File: config.mk
export PLATFORM = sky130hd
export DESIGN_NAME = cfg_i2c_slave
export DESIGN_NICKNAME = d
export VERILOG_FILES = /design/src/rtl/cfgi2c_pkg.sv /design/src/rtl/i2c_line_sampler.sv /design/src/rtl/i2c_slave_fsm.sv /design/src/rtl/cfg_regbank.sv /design/src/rtl/cfg_i2c_slave.sv
export SDC_FILE = /design/constraint.sdc
export NUM_CORES = 1
export LEC_CHECK = 0
export BUFFER_PORTS_ARGS = -buffer_cell sky130_fd_sc_hd__clkbuf_2
export CAP_MARGIN = 20
export CORE_MARGIN = 1.5
export CORE_UTILIZATION = 60
export DETAILED_ROUTE_END_ITERATION = 8
export PLACE_DENSITY = 0.85
export RECOVER_POWER = 25
export REMOVE_ABC_BUFFERS = 1
export SLEW_MARGIN = 20
export SYNTH_ARGS = -nofsm -noshare
export SYNTH_HDL_FRONTEND = slang
export SYNTH_SLANG_ARGS = --single-unit
File: constraint.sdc
create_clock -name clk -period 2.5 [get_ports clk]
set_input_delay 0.375 -clock clk [delete_from_list [all_inputs] [get_ports clk]]
set_output_delay 0.375 -clock clk [all_outputs]
set_load 0.05 [all_outputs]
File: src/rtl/cfgi2c_pkg.sv
package cfgi2c_pkg;

  localparam int STRAP_REG = 4;

  typedef enum logic [2:0] {
    ST_IDLE,
    ST_ADDR,
    ST_WRITE,
    ST_ACK,
    ST_READ,
    ST_MACK
  } bus_state_t;

  function automatic logic [7:0] reg_default(int idx);
    return (idx == 0) ? 8'h20 : 8'hFF;
  endfunction

  function automatic logic [3:0] pick_freq(logic [7:0] r0, logic [3:0] strap);
    return r0[3] ? {r0[2], r0[6], r0[5], r0[4]} : strap;
  endfunction

  function automatic logic [7:0] strap_view(logic [7:0] r4, logic [3:0] strap);
    logic [7:0] v;
    v    = r4;
    v[3] = ~strap[1];
    v[1] = ~strap[3];
    return v;
  endfunction

endpackage

File: src/rtl/i2c_line_sampler.sv
module i2c_line_sampler #(
  parameter int SYNC_STAGES = 2
) (
  input  logic clk,
  input  logic rst_n,
  input  logic scl_i,
  input  logic sda_i,
  output logic scl_s,
  output logic sda_s,
  output logic scl_rise,
  output logic scl_fall,
  output logic start_ev,
  output logic stop_ev
);

  logic [SYNC_STAGES-1:0] scl_chain;
  logic [SYNC_STAGES-1:0] sda_chain;
  logic scl_p;
  logic sda_p;

  always_ff @(posedge clk or negedge rst_n) begin
    if (!rst_n) begin
      scl_chain <= '1;
      sda_chain <= '1;
      scl_p     <= 1'b1;
      sda_p     <= 1'b1;
    end else begin
      scl_chain <= {scl_chain[SYNC_STAGES-2:0], scl_i};
      sda_chain <= {sda_chain[SYNC_STAGES-2:0], sda_i};
      scl_p     <= scl_chain[SYNC_STAGES-1];
      sda_p     <= sda_chain[SYNC_STAGES-1];
    end
  end

  assign scl_s    = scl_chain[SYNC_STAGES-1];
  assign sda_s    = sda_chain[SYNC_STAGES-1];
  assign scl_rise = scl_s & ~scl_p;
  assign scl_fall = ~scl_s & scl_p;
  assign start_ev = scl_s & scl_p & sda_p & ~sda_s;
  assign stop_ev  = scl_s & scl_p & ~sda_p & sda_s;

endmodule

File: src/rtl/i2c_slave_fsm.sv
module i2c_slave_fsm
  import cfgi2c_pkg::*;
#(
  parameter logic [6:0] DEV_ADDR = 7'h69,
  parameter int NUM_REGS = 6,
  localparam int IDX_W = $clog2(NUM_REGS),
  localparam int CNT_W = $clog2(NUM_REGS + 3) + 1,
  localparam int RP_W  = $clog2(NUM_REGS + 2)
) (
  input  logic             clk,
  input  logic             rst_n,
  input  logic             sda_s,
  input  logic             scl_rise,
  input  logic             scl_fall,
  input  logic             start_ev,
  input  logic             stop_ev,
  input  logic [7:0]       rd_data,
  output logic [IDX_W-1:0] rd_idx,
  output logic             sda_oe,
  output logic             wr_en,
  output logic [IDX_W-1:0] wr_idx,
  output logic [7:0]       wr_data,
  output logic             st_idle,
  output logic             st_addr
);

  bus_state_t       state;
  bus_state_t       after_ack;
  logic [2:0]       bitcnt;
  logic [7:0]       shreg;
  logic             ack_half;
  logic [CNT_W-1:0] wcnt;
  logic [RP_W-1:0]  rptr;
  logic             byte_done;
  logic [7:0]       full_byte;
  logic [7:0]       tx_byte;

  assign full_byte = {shreg[6:0], sda_s};
  assign byte_done = scl_rise && (bitcnt == 3'd7) &&
                     ((state == ST_ADDR) || (state == ST_WRITE));

  assign wr_en   = byte_done && (state == ST_WRITE) &&
                   (wcnt >= CNT_W'(2)) && ((wcnt - CNT_W'(2)) < CNT_W'(NUM_REGS));
  assign wr_idx  = IDX_W'(wcnt - CNT_W'(2));
  assign wr_data = full_byte;

  assign rd_idx = IDX_W'(rptr - RP_W'(1));

  always_comb begin
    if (rptr == '0) begin
      tx_byte = 8'(NUM_REGS);
    end else if (rptr <= RP_W'(NUM_REGS)) begin
      tx_byte = rd_data;
    end else begin
      tx_byte = 8'hFF;
    end
  end

  always_ff @(posedge clk or negedge rst_n) begin
    if (!rst_n) begin
      state     <= ST_IDLE;
      after_ack <= ST_IDLE;
      bitcnt    <= '0;
      shreg     <= '0;
      ack_half  <= 1'b0;
      sda_oe    <= 1'b0;
      wcnt      <= '0;
      rptr      <= '0;
    end else if (start_ev) begin
      state    <= ST_ADDR;
      bitcnt   <= '0;
      ack_half <= 1'b0;
      sda_oe   <= 1'b0;
    end else if (stop_ev) begin
      state    <= ST_IDLE;
      ack_half <= 1'b0;
      sda_oe   <= 1'b0;
    end else begin
      case (state)
        ST_ADDR: begin
          if (scl_rise) begin
            shreg  <= full_byte;
            bitcnt <= bitcnt + 3'd1;
            if (byte_done) begin
              if (full_byte[7:1] == DEV_ADDR) begin
                state     <= ST_ACK;
                after_ack <= full_byte[0] ? ST_READ : ST_WRITE;
                wcnt      <= '0;
                rptr      <= '0;
              end else begin
                state <= ST_IDLE;
              end
            end
          end
        end
        ST_WRITE: begin
          if (scl_rise) begin
            shreg  <= full_byte;
            bitcnt <= bitcnt + 3'd1;
            if (byte_done) begin
              state     <= ST_ACK;
              after_ack <= ST_WRITE;
              if (wcnt != '1) wcnt <= wcnt + CNT_W'(1);
            end
          end
        end
        ST_ACK: begin
          if (scl_fall) begin
            if (!ack_half) begin
              sda_oe   <= 1'b1;
              ack_half <= 1'b1;
            end else begin
              ack_half <= 1'b0;
              state    <= after_ack;
              bitcnt   <= '0;
              sda_oe   <= (after_ack == ST_READ) ? ~tx_byte[7] : 1'b0;
            end
          end
        end
        ST_READ: begin
          if (scl_rise) begin
            bitcnt <= bitcnt + 3'd1;
          end else if (scl_fall) begin
            if (bitcnt == 3'd0) begin
              sda_oe <= 1'b0;
              state  <= ST_MACK;
            end else begin
              sda_oe <= ~tx_byte[3'd7 - bitcnt];
            end
          end
        end
        ST_MACK: begin
          if (scl_rise) begin
            if (!sda_s) begin
              if (rptr <= RP_W'(NUM_REGS)) rptr <= rptr + RP_W'(1);
            end else begin
              state <= ST_IDLE;
            end
          end else if (scl_fall) begin
            state  <= ST_READ;
            bitcnt <= '0;
            sda_oe <= ~tx_byte[7];
          end
        end
        default: ;
      endcase
    end
  end

  assign st_idle = (state == ST_IDLE);
  assign st_addr = (state == ST_ADDR);

endmodule

File: src/rtl/cfg_regbank.sv
module cfg_regbank
  import cfgi2c_pkg::*;
#(
  parameter int NUM_REGS = 6,
  localparam int IDX_W = $clog2(NUM_REGS)
) (
  input  logic             clk,
  input  logic             rst_n,
  input  logic [3:0]       strap_i,
  input  logic             wr_en,
  input  logic [IDX_W-1:0] wr_idx,
  input  logic [7:0]       wr_data,
  input  logic [IDX_W-1:0] rd_idx,
  output logic [7:0]       rd_data,
  output logic [3:0]       freq_code,
  output logic             spread_en,
  output logic             spread_down,
  output logic             outs_tristate,
  output logic [7:0]       cpu_en,
  output logic [7:0]       pci_en,
  output logic [7:0]       sdr_en,
  output logic [7:0]       per_en
);

  logic [7:0] regs [NUM_REGS];
  logic [3:0] strap_lat;
  logic       strap_taken;

  always_ff @(posedge clk or negedge rst_n) begin
    if (!rst_n) begin
      for (int i = 0; i < NUM_REGS; i++) regs[i] <= reg_default(i);
    end else begin
      for (int i = 0; i < NUM_REGS; i++) begin
        if (wr_en && (wr_idx == IDX_W'(i))) regs[i] <= wr_data;
      end
    end
  end

  always_ff @(posedge clk or negedge rst_n) begin
    if (!rst_n) begin
      strap_lat   <= '0;
      strap_taken <= 1'b0;
    end else if (!strap_taken) begin
      strap_lat   <= strap_i;
      strap_taken <= 1'b1;
    end
  end

  always_comb begin
    rd_data = 8'hFF;
    for (int i = 0; i < NUM_REGS; i++) begin
      if (rd_idx == IDX_W'(i)) begin
        rd_data = (i == STRAP_REG) ? strap_view(regs[i], strap_lat) : regs[i];
      end
    end
  end

  assign freq_code     = pick_freq(regs[0], strap_lat);
  assign spread_en     = regs[0][1];
  assign spread_down   = regs[0][7];
  assign outs_tristate = regs[0][0];
  assign cpu_en        = regs[1];
  assign pci_en        = regs[2];
  assign sdr_en        = regs[3];
  assign per_en        = regs[5];

endmodule

File: src/rtl/cfg_i2c_slave.sv
module cfg_i2c_slave #(
  parameter logic [6:0] DEV_ADDR = 7'h69,
  parameter int NUM_REGS = 6,
  parameter int SYNC_STAGES = 2
) (
  input  logic       clk,
  input  logic       rst_n,
  input  logic       scl_i,
  input  logic       sda_i,
  input  logic [3:0] strap_i,
  output logic       sda_oe,
  output logic [3:0] freq_code,
  output logic       spread_en,
  output logic       spread_down,
  output logic       outs_tristate,
  output logic [7:0] cpu_en,
  output logic [7:0] pci_en,
  output logic [7:0] sdr_en,
  output logic [7:0] per_en
);

  localparam int IDX_W = $clog2(NUM_REGS);

  logic             w_scl_s;
  logic             w_sda_s;
  logic             w_rise;
  logic             w_fall;
  logic             w_start;
  logic             w_stop;
  logic             w_wr_en;
  logic [IDX_W-1:0] w_wr_idx;
  logic [7:0]       w_wr_data;
  logic [IDX_W-1:0] w_rd_idx;
  logic [7:0]       w_rd_data;
  logic             w_idle;
  logic             w_addr;

  i2c_line_sampler #(.SYNC_STAGES(SYNC_STAGES)) u_sampler (
    .clk      (clk),
    .rst_n    (rst_n),
    .scl_i    (scl_i),
    .sda_i    (sda_i),
    .scl_s    (w_scl_s),
    .sda_s    (w_sda_s),
    .scl_rise (w_rise),
    .scl_fall (w_fall),
    .start_ev (w_start),
    .stop_ev  (w_stop)
  );

  i2c_slave_fsm #(.DEV_ADDR(DEV_ADDR), .NUM_REGS(NUM_REGS)) u_fsm (
    .clk      (clk),
    .rst_n    (rst_n),
    .sda_s    (w_sda_s),
    .scl_rise (w_rise),
    .scl_fall (w_fall),
    .start_ev (w_start),
    .stop_ev  (w_stop),
    .rd_data  (w_rd_data),
    .rd_idx   (w_rd_idx),
    .sda_oe   (sda_oe),
    .wr_en    (w_wr_en),
    .wr_idx   (w_wr_idx),
    .wr_data  (w_wr_data),
    .st_idle  (w_idle),
    .st_addr  (w_addr)
  );

  cfg_regbank #(.NUM_REGS(NUM_REGS)) u_regs (
    .clk           (clk),
    .rst_n         (rst_n),
    .strap_i       (strap_i),
    .wr_en         (w_wr_en),
    .wr_idx        (w_wr_idx),
    .wr_data       (w_wr_data),
    .rd_idx        (w_rd_idx),
    .rd_data       (w_rd_data),
    .freq_code     (freq_code),
    .spread_en     (spread_en),
    .spread_down   (spread_down),
    .outs_tristate (outs_tristate),
    .cpu_en        (cpu_en),
    .pci_en        (pci_en),
    .sdr_en        (sdr_en),
    .per_en        (per_en)
  );

endmodule

==> impl_results.md, run 1 <==
* Skew final at 0.0211 ns
* CTS Buffer Depth at 2
* Drt first pass iters at 7
* F_max at 422 MHz
* WP data arrival at 2.65 ns
* Number of nets in the layout at 501
* Final setup TNS at 0 ns
* Ports at 48
* RD Place Congestion at 0.984
* Final wirelength at 11700 um
* # setup viols final at 0
* Combinational family with the most area after synthesis: multiplexers
* Fin crit period at 2.37 ns
* Power density cells at 504 nW/um^2
* Final hold violations at 0
* Num rows at 32
* Relative slew slack at 35.4%
* Fin. max-slew vios at 0
* Post-route clock period utilization at 94.9%
* Hold_ws at 0.0909 ns
* Worst-path cell chain: inv_1 > ha_2 > or3b_1 > a21oi_2 > nor4_2 > a2111oi_2 > a311oi_1 > a211oi_1
* Setup bufs post-CTS at 0
* Most frequent cells in the layout: mux2_2, clkbuf_2, dfstp_2
* First-pass GRT wire length at 18900 um
* Crit-path slowest cell: dfrtp_1
* Crit Path Category: reg2reg
* Core box area at 7770 um^2
* Clock sinks at 82
* H-tree depth at 3
* Final worst slack at 0.128 ns
* Leakage at 2.34 nW
* Overall power at 0.00266 W
* Worst-path clk slew at 0.09 ns
* Status: complete, no violations
* Vias in the first global route at 3563
* Wire per inst at 20.0 um
* Critical path buffers and inverters at 1
* Clk root buf: clkbuf_8
* CP Capture Type: flip-flop
* HP Class: in2reg
* Post-synthesis sequential area ratio at 43.7%
* Synth Area in Adders at 4.41%
* CP startpoint kind: flip-flop
* FILL cells at 581
* Ys async rst share at 100%
* Seq cells post-synth at 82
* Most used DFF post-synth: dfstp_2
* Grt ovf at 0
* Xor-xnor portion of the synthesized cell area at 1.81%
* Initial antenna violation count at 0
* IO Port Bufs at 47
* Area Overhead vs Synth at 9.36%
* Post-synth design cell area at 4830 um^2
* Synth Area in Simple Gates at 13.6%
* Share of layout cells above drive strength 1 at 42.6%
* Syn avg cell area at 10.9 um^2
* Worst Max-Slew Pin Slew at 0.969 ns
* Initial Util at 62.1%
* Routed Antenna Nets at 0
* Multi-input logic area at 2370 um^2
* Clock Latency Late Sink at 0.37 ns
* DIE WIDTH at 92.7 um
* Via density at 6.27
* CTS buffer count at 9
* RSZ-0062 raised after global routing: false
* Cells after Synth at 442
* Most common cell after layout, fill and taps aside: mux2_2
* Ys Warns at 0
* Tot GR Track Use at 29.1%
* Sequential cell area at 2110 um^2
* CP required at 2.78 ns
* Multiplexer share of the synthesized area at 15.1%
* DIE AREA at 8590 um^2
* Worst Path Max Fanout at 7
* DR vias at 3653
* Cell variety after synth at 73
* Ant diodes at 0
* Place WS at 0.0961 ns
* Post-synth EDFFs at 0
* CTS tree: done
* Crit-path max cell delay at 0.46 ns
* Die height at 92.7 um
* Synth Area in Compound Gates at 13.5%
* DPL Wire Length at 8540 um
* Post-Route Utilization at 67.9%
* DRC at 0
* Max capacitance violation total at 0
* VDD IR-drop max at 0.000312 V
* Starting DRT DRC Count at 260
* Largest net degree at the start of global routing at 46
* CP top delay family: compound AO/OA/AOI/OAI gates
[metrics by stage]
step	std cells	area [um^2]
floorplan	397	4520
global placement	566	5040
detailed placement	566	5040
CTS	583	5260
global route	583	5280
finish	583	5280
[synth_stat cells (all sizes together), types with 4 or more instances]
master	instances	area, um^2
xor2	5	62.6
nor3	4	20.0
mux2	61	687
a21oi	14	77.6
o31ai	4	30.0
dfrtp	37	926
nand2	38	153
nor2	16	62.6
nand2b	13	88.8
a311oi	4	35.0
mux2i	4	40.0
inv	18	67.6
a2111oi	4	60.1
o21ai	20	100
nand4	4	25.0
nor3b	5	47.5
o22ai	5	31.3
ha	17	213
buf	43	303
nand3	8	40.0
o221ai	6	52.6
nor2b	10	62.6
dfstp	45	1180
[timing repair]
action                                  4_1_cts  5_1_grt
hold buffers                                  1        0
hold endpoints to repair                      5        0
gates resized for setup                       0        8
endpoints found under the setup margin        0        1
[worst paths after layout]
check                      cells past startpoint                                to                        startpoint  slack (ns)
max                                            8          u_fsm.sda_oe$_DFFE_PN0P_         u_fsm.rptr[1]$_DFFE_PN0P_        0.13
min                                            1  u_sampler.sda_chain[0]$_DFF_PN1_                             sda_i        0.09
max reg2reg                                    8          u_fsm.sda_oe$_DFFE_PN0P_         u_fsm.rptr[1]$_DFFE_PN0P_        0.13
min reg2reg                                    0  u_sampler.scl_chain[1]$_DFF_PN1_  u_sampler.scl_chain[0]$_DFF_PN1_        0.36
max in group asynchronous                      3      u_regs.per_en[7]$_DFFE_PN1P_                             rst_n        0.61
min in group asynchronous                      2        u_fsm.state[1]$_DFFE_PN0P_                             rst_n        0.69
[routing by layer]
| metal | global-route usage [%] | routed length (um) | vias to the layer above | part of all wire [%] |
|---|---|---|---|---|
| met5 | 0 | 0 | - | 0 |
| li1 | - | - | 1644 | - |
| met4 | 10.2 | 233 | 0 | 2.0 |
| met3 | 5.34 | 684 | 27 | 5.9 |
| met2 | 45.2 | 5540 | 140 | 47 |
| met1 | 40.9 | 5220 | 1842 | 45 |
[where the power goes]
group | internal [W] | total (W) | leakage, nW | switching [W]
registers | 0.00136 | 0.00142 | 0.968 | 0.0000554
logic | 0.0000876 | 0.000225 | 1.27 | 0.000137
clock network | 0.000497 | 0.00102 | 0.0995 | 0.000521
[cell type report]
type / count / share of cell area [%]
repair buffers: 68 / 7.49
inverters: 18 / 1.28
multi-input cells: 297 / 44.9
well taps: 102 / 2.42
flip-flops and latches: 82 / 39.9
clock inverters: 6 / 1.35
clock buffers: 10 / 2.61
[state kept, by name, summed over array words and instances, names as in the netlist, 2 cells and up]
signal / cells
u_regs.regs: 11
u_regs.cpu_en: 8
u_regs.pci_en: 8
u_regs.per_en: 8
u_regs.sdr_en: 8
u_fsm.shreg: 7
u_fsm.wcnt: 5
u_regs.strap_lat: 4
u_fsm.bitcnt: 3
u_fsm.rptr: 3
u_fsm.state: 3
u_fsm.after_ack: 2
u_sampler.scl_chain: 2
u_sampler.sda_chain: 2
[cells by family after synthesis]
logic type | after synthesis
and+or+nand+nor | 119
muxes | 65
xor gates and xnor gates | 7
adders and majority gates | 17
AOI/OAI and AO/OA | 88
buffers and inverters | 63
other | 1
DFF | 82
Note: power is estimated with default switching activity, not from simulation.
==> run 2, diff against run 1 <==
CORE_UTILIZATION = 64   (was 60)
PLACE_DENSITY = 0.89   (was 0.85)
clock period = 2.75 ns   (was 2.5 ns; I/O delays follow)
==> run 2 against run 1 <==
Net effect:
- the flow now finishes with violations (max-capacitance violations, max-slew violations)
- cell area decreased by 1.8%
- via count fell by 1.1%
- largest power group unchanged
- critical path depth did not move
- sequential share of layout area increased by 0.72 points
- clock power hardly changed
- worst hold slack gained 0.034 ns
- sequential cell count unchanged
- total power shrank 6.5%
- fmax down 8.4%
- utilization grew 3.1 points
==> impl_results.md, run 2 (same netlist as run 1, synthesis figures left out) <==
* Switch Pwr at 0.000633 W
* Ant diodes at 0
* Worst hold start: scl_i
* Wire per inst at 19.8 um
* Final hold violations at 0
* Crit Path Category: reg2reg
* RR Startpoint: u_fsm.rptr[0]$_DFFE_PN0P_
* Core box area at 7290 um^2
* Starting DRT DRC Count at 470
* Initial antenna violation count at 0
* Final setup TNS at 0 ns
* DPL Wire Length at 8110 um
* Most common cell after layout, fill and taps aside: mux2_2
* Power density cells at 480 nW/um^2
* RSZ-0062 raised after global routing: false
* Met1 GRT Util at 41.3%
* Via density at 6.35
* Leakage at 2.30 nW
* CTS tree: done
* Crit-path slowest cell: dfrtp_1
* Routed Antenna Nets at 0
* Failing checks: max-capacitance violations, max-slew violations
* DR vias at 3614
* Skew final at 0.00493 ns
* Clk root buf: clkbuf_8
* Final wirelength at 11300 um
* WP data arrival at 2.82 ns
* Worst-path cell chain: inv_1 > ha_1 > nand2b_1 > o221ai_1 > a32o_1 > a311o_1 > a311oi_1 > a211oi_1
* Max capacitance violation total at 1
* Setup bufs post-CTS at 0
* Fin crit period at 2.59 ns
* DIE AREA at 8070 um^2
* Clock Latency Late Sink at 0.36 ns
* Share of layout cells above drive strength 1 at 40.6%
* VDD IR-drop max at 0.000360 V
* CTS Buffer Depth at 2
* Num rows at 31
* IO Port Bufs at 47
* CP startpoint kind: flip-flop
* Clock Power Share at 40.4%
* DIE WIDTH at 89.8 um
* Initial Util at 66.2%
* Part of the power in combinational logic at 7.6%
* Number of nets in the layout at 490
* Met3 Use GR at 5.33%
* # setup viols final at 0
* Busiest grt layer: met2
* Vias in the first global route at 3523
* CP required at 2.98 ns
* Largest net degree at the start of global routing at 83
* Area Overhead vs Synth at 7.42%
* Worst Path Max Fanout at 10
* Placed cell area at 4950 um^2
* CP Capture Type: flip-flop
* Tot GR Track Use at 29.3%
* Sequential power share at 52.0%
* Post_cts resized at 0
* Drt first pass iters at 5
* Fin. max-slew vios at 83
* Post-route clock period utilization at 94.1%
* Fin area at 5180 um^2
* Most frequent cells in the layout: mux2_2, clkbuf_2, dfstp_2
* Relative slew slack at -30.1%
* First-pass GRT wire length at 18500 um
* RD Place Congestion at 0.963
* F_max at 386 MHz
* Reg with most FFs: u_regs.regs
* Worst Max-Slew Pin Slew at 1.95 ns
* Grt ovf at 0
* Sw Ratio at 25.4%
* DRC at 0
* Met2 GRT Util at 44.9%
* CTS buffer count at 9
* Die height at 89.8 um
* Crit path from: u_fsm.rptr[0]$_DFFE_PN0P_
* # hold bufs at CTS at 0
* P_int at 0.00186 W
* Crit-path max cell delay at 0.42 ns
* Status: complete, but fails checks
* Number of flip-flops in the largest register at 11
* HP Class: in2reg
* Worst-path clk slew at 0.08 ns
* H-tree depth at 3
* Ports at 48
* Clock sinks at 82
==> run 2: cell types whose count changed in the layout (fill, tap and decap cells not counted), sizes merged <==
cell | before | now
bufinv | 1 | 2
dlygate4sd3 | 1 | 0
clkbuf | 58 | 57
buf | 19 | 10
clkinvlp | 2 | 1
==> run 2: cell type report <==
type / count / area, um^2
inverters: 18 / 67.6
fillers: 546 / 2110
well taps: 99 / 124
multi-input cells: 297 / 2340
flip-flops and latches: 82 / 2110
clock buffers: 10 / 138
clock inverters: 6 / 96.3
repair buffers: 57 / 310
==> run 2: final timing paths <==
check	endpoint	slack, ns	cells past startpoint
worst max-delay path	u_fsm.sda_oe$_DFFE_PN0P_	0.16	8
worst min-delay path	u_sampler.scl_chain[0]$_DFF_PN1_	0.13	1
worst max register to register	u_fsm.sda_oe$_DFFE_PN0P_	0.16	8
worst min register to register	u_sampler.scl_chain[1]$_DFF_PN1_	0.36	0
max in group asynchronous	u_fsm.bitcnt[2]$_DFFE_PN0P_	1.02	1
min in group asynchronous	u_fsm.wcnt[3]$_DFFE_PN0P_	0.61	1
==> run 2: power groups by stage <==
stage | registers, W | clock network [W] | logic [W]
2_1_floorplan | 0.00130 | 0 | 0.000114
4_1_cts | 0.00129 | 0.00102 | 0.000189
6_report | 0.00129 | 0.00101 | 0.000189
3_5_place_dp | 0.00131 | 0 | 0.000188
3_3_place_gp | 0.00131 | 0 | 0.000184
5_1_grt | 0.00130 | 0.00108 | 0.000208
==> run 2: routing by layer <==
layer / up-vias / part of all wire [%]
li1: 1625 / -
met2: 177 / 47
met1: 1785 / 43
met3: 27 / 7.6
met5: - / 0
met4: 0 / 2.6
==> run 2: worst max-delay path: cells and delay by family, from the launching register on <==
kind / cells / cell delay, ns
AO/OA/AOI/OAI: 5 / 1.12
flip-flops: 1 / 0.42
adder cells (fa/ha/maj): 1 / 0.38
AND/OR/NAND/NOR: 1 / 0.38
buffers and inverters: 1 / 0.16
==> run 2: stage by stage <==
step                      power [W]  util (%)  instances  hold WS, ns  worst slack [ns]
after floorplan             0.00141         -        397        0.117             0.484
after global placement      0.00149      67.9        553        0.346             0.412
after detailed placement    0.00150      67.9        553        0.348             0.208
after CTS                   0.00250      71.1        569        0.121             0.213
after global routing        0.00258      71.1        569        0.121            0.0194
final                       0.00249      71.1        569        0.125             0.162
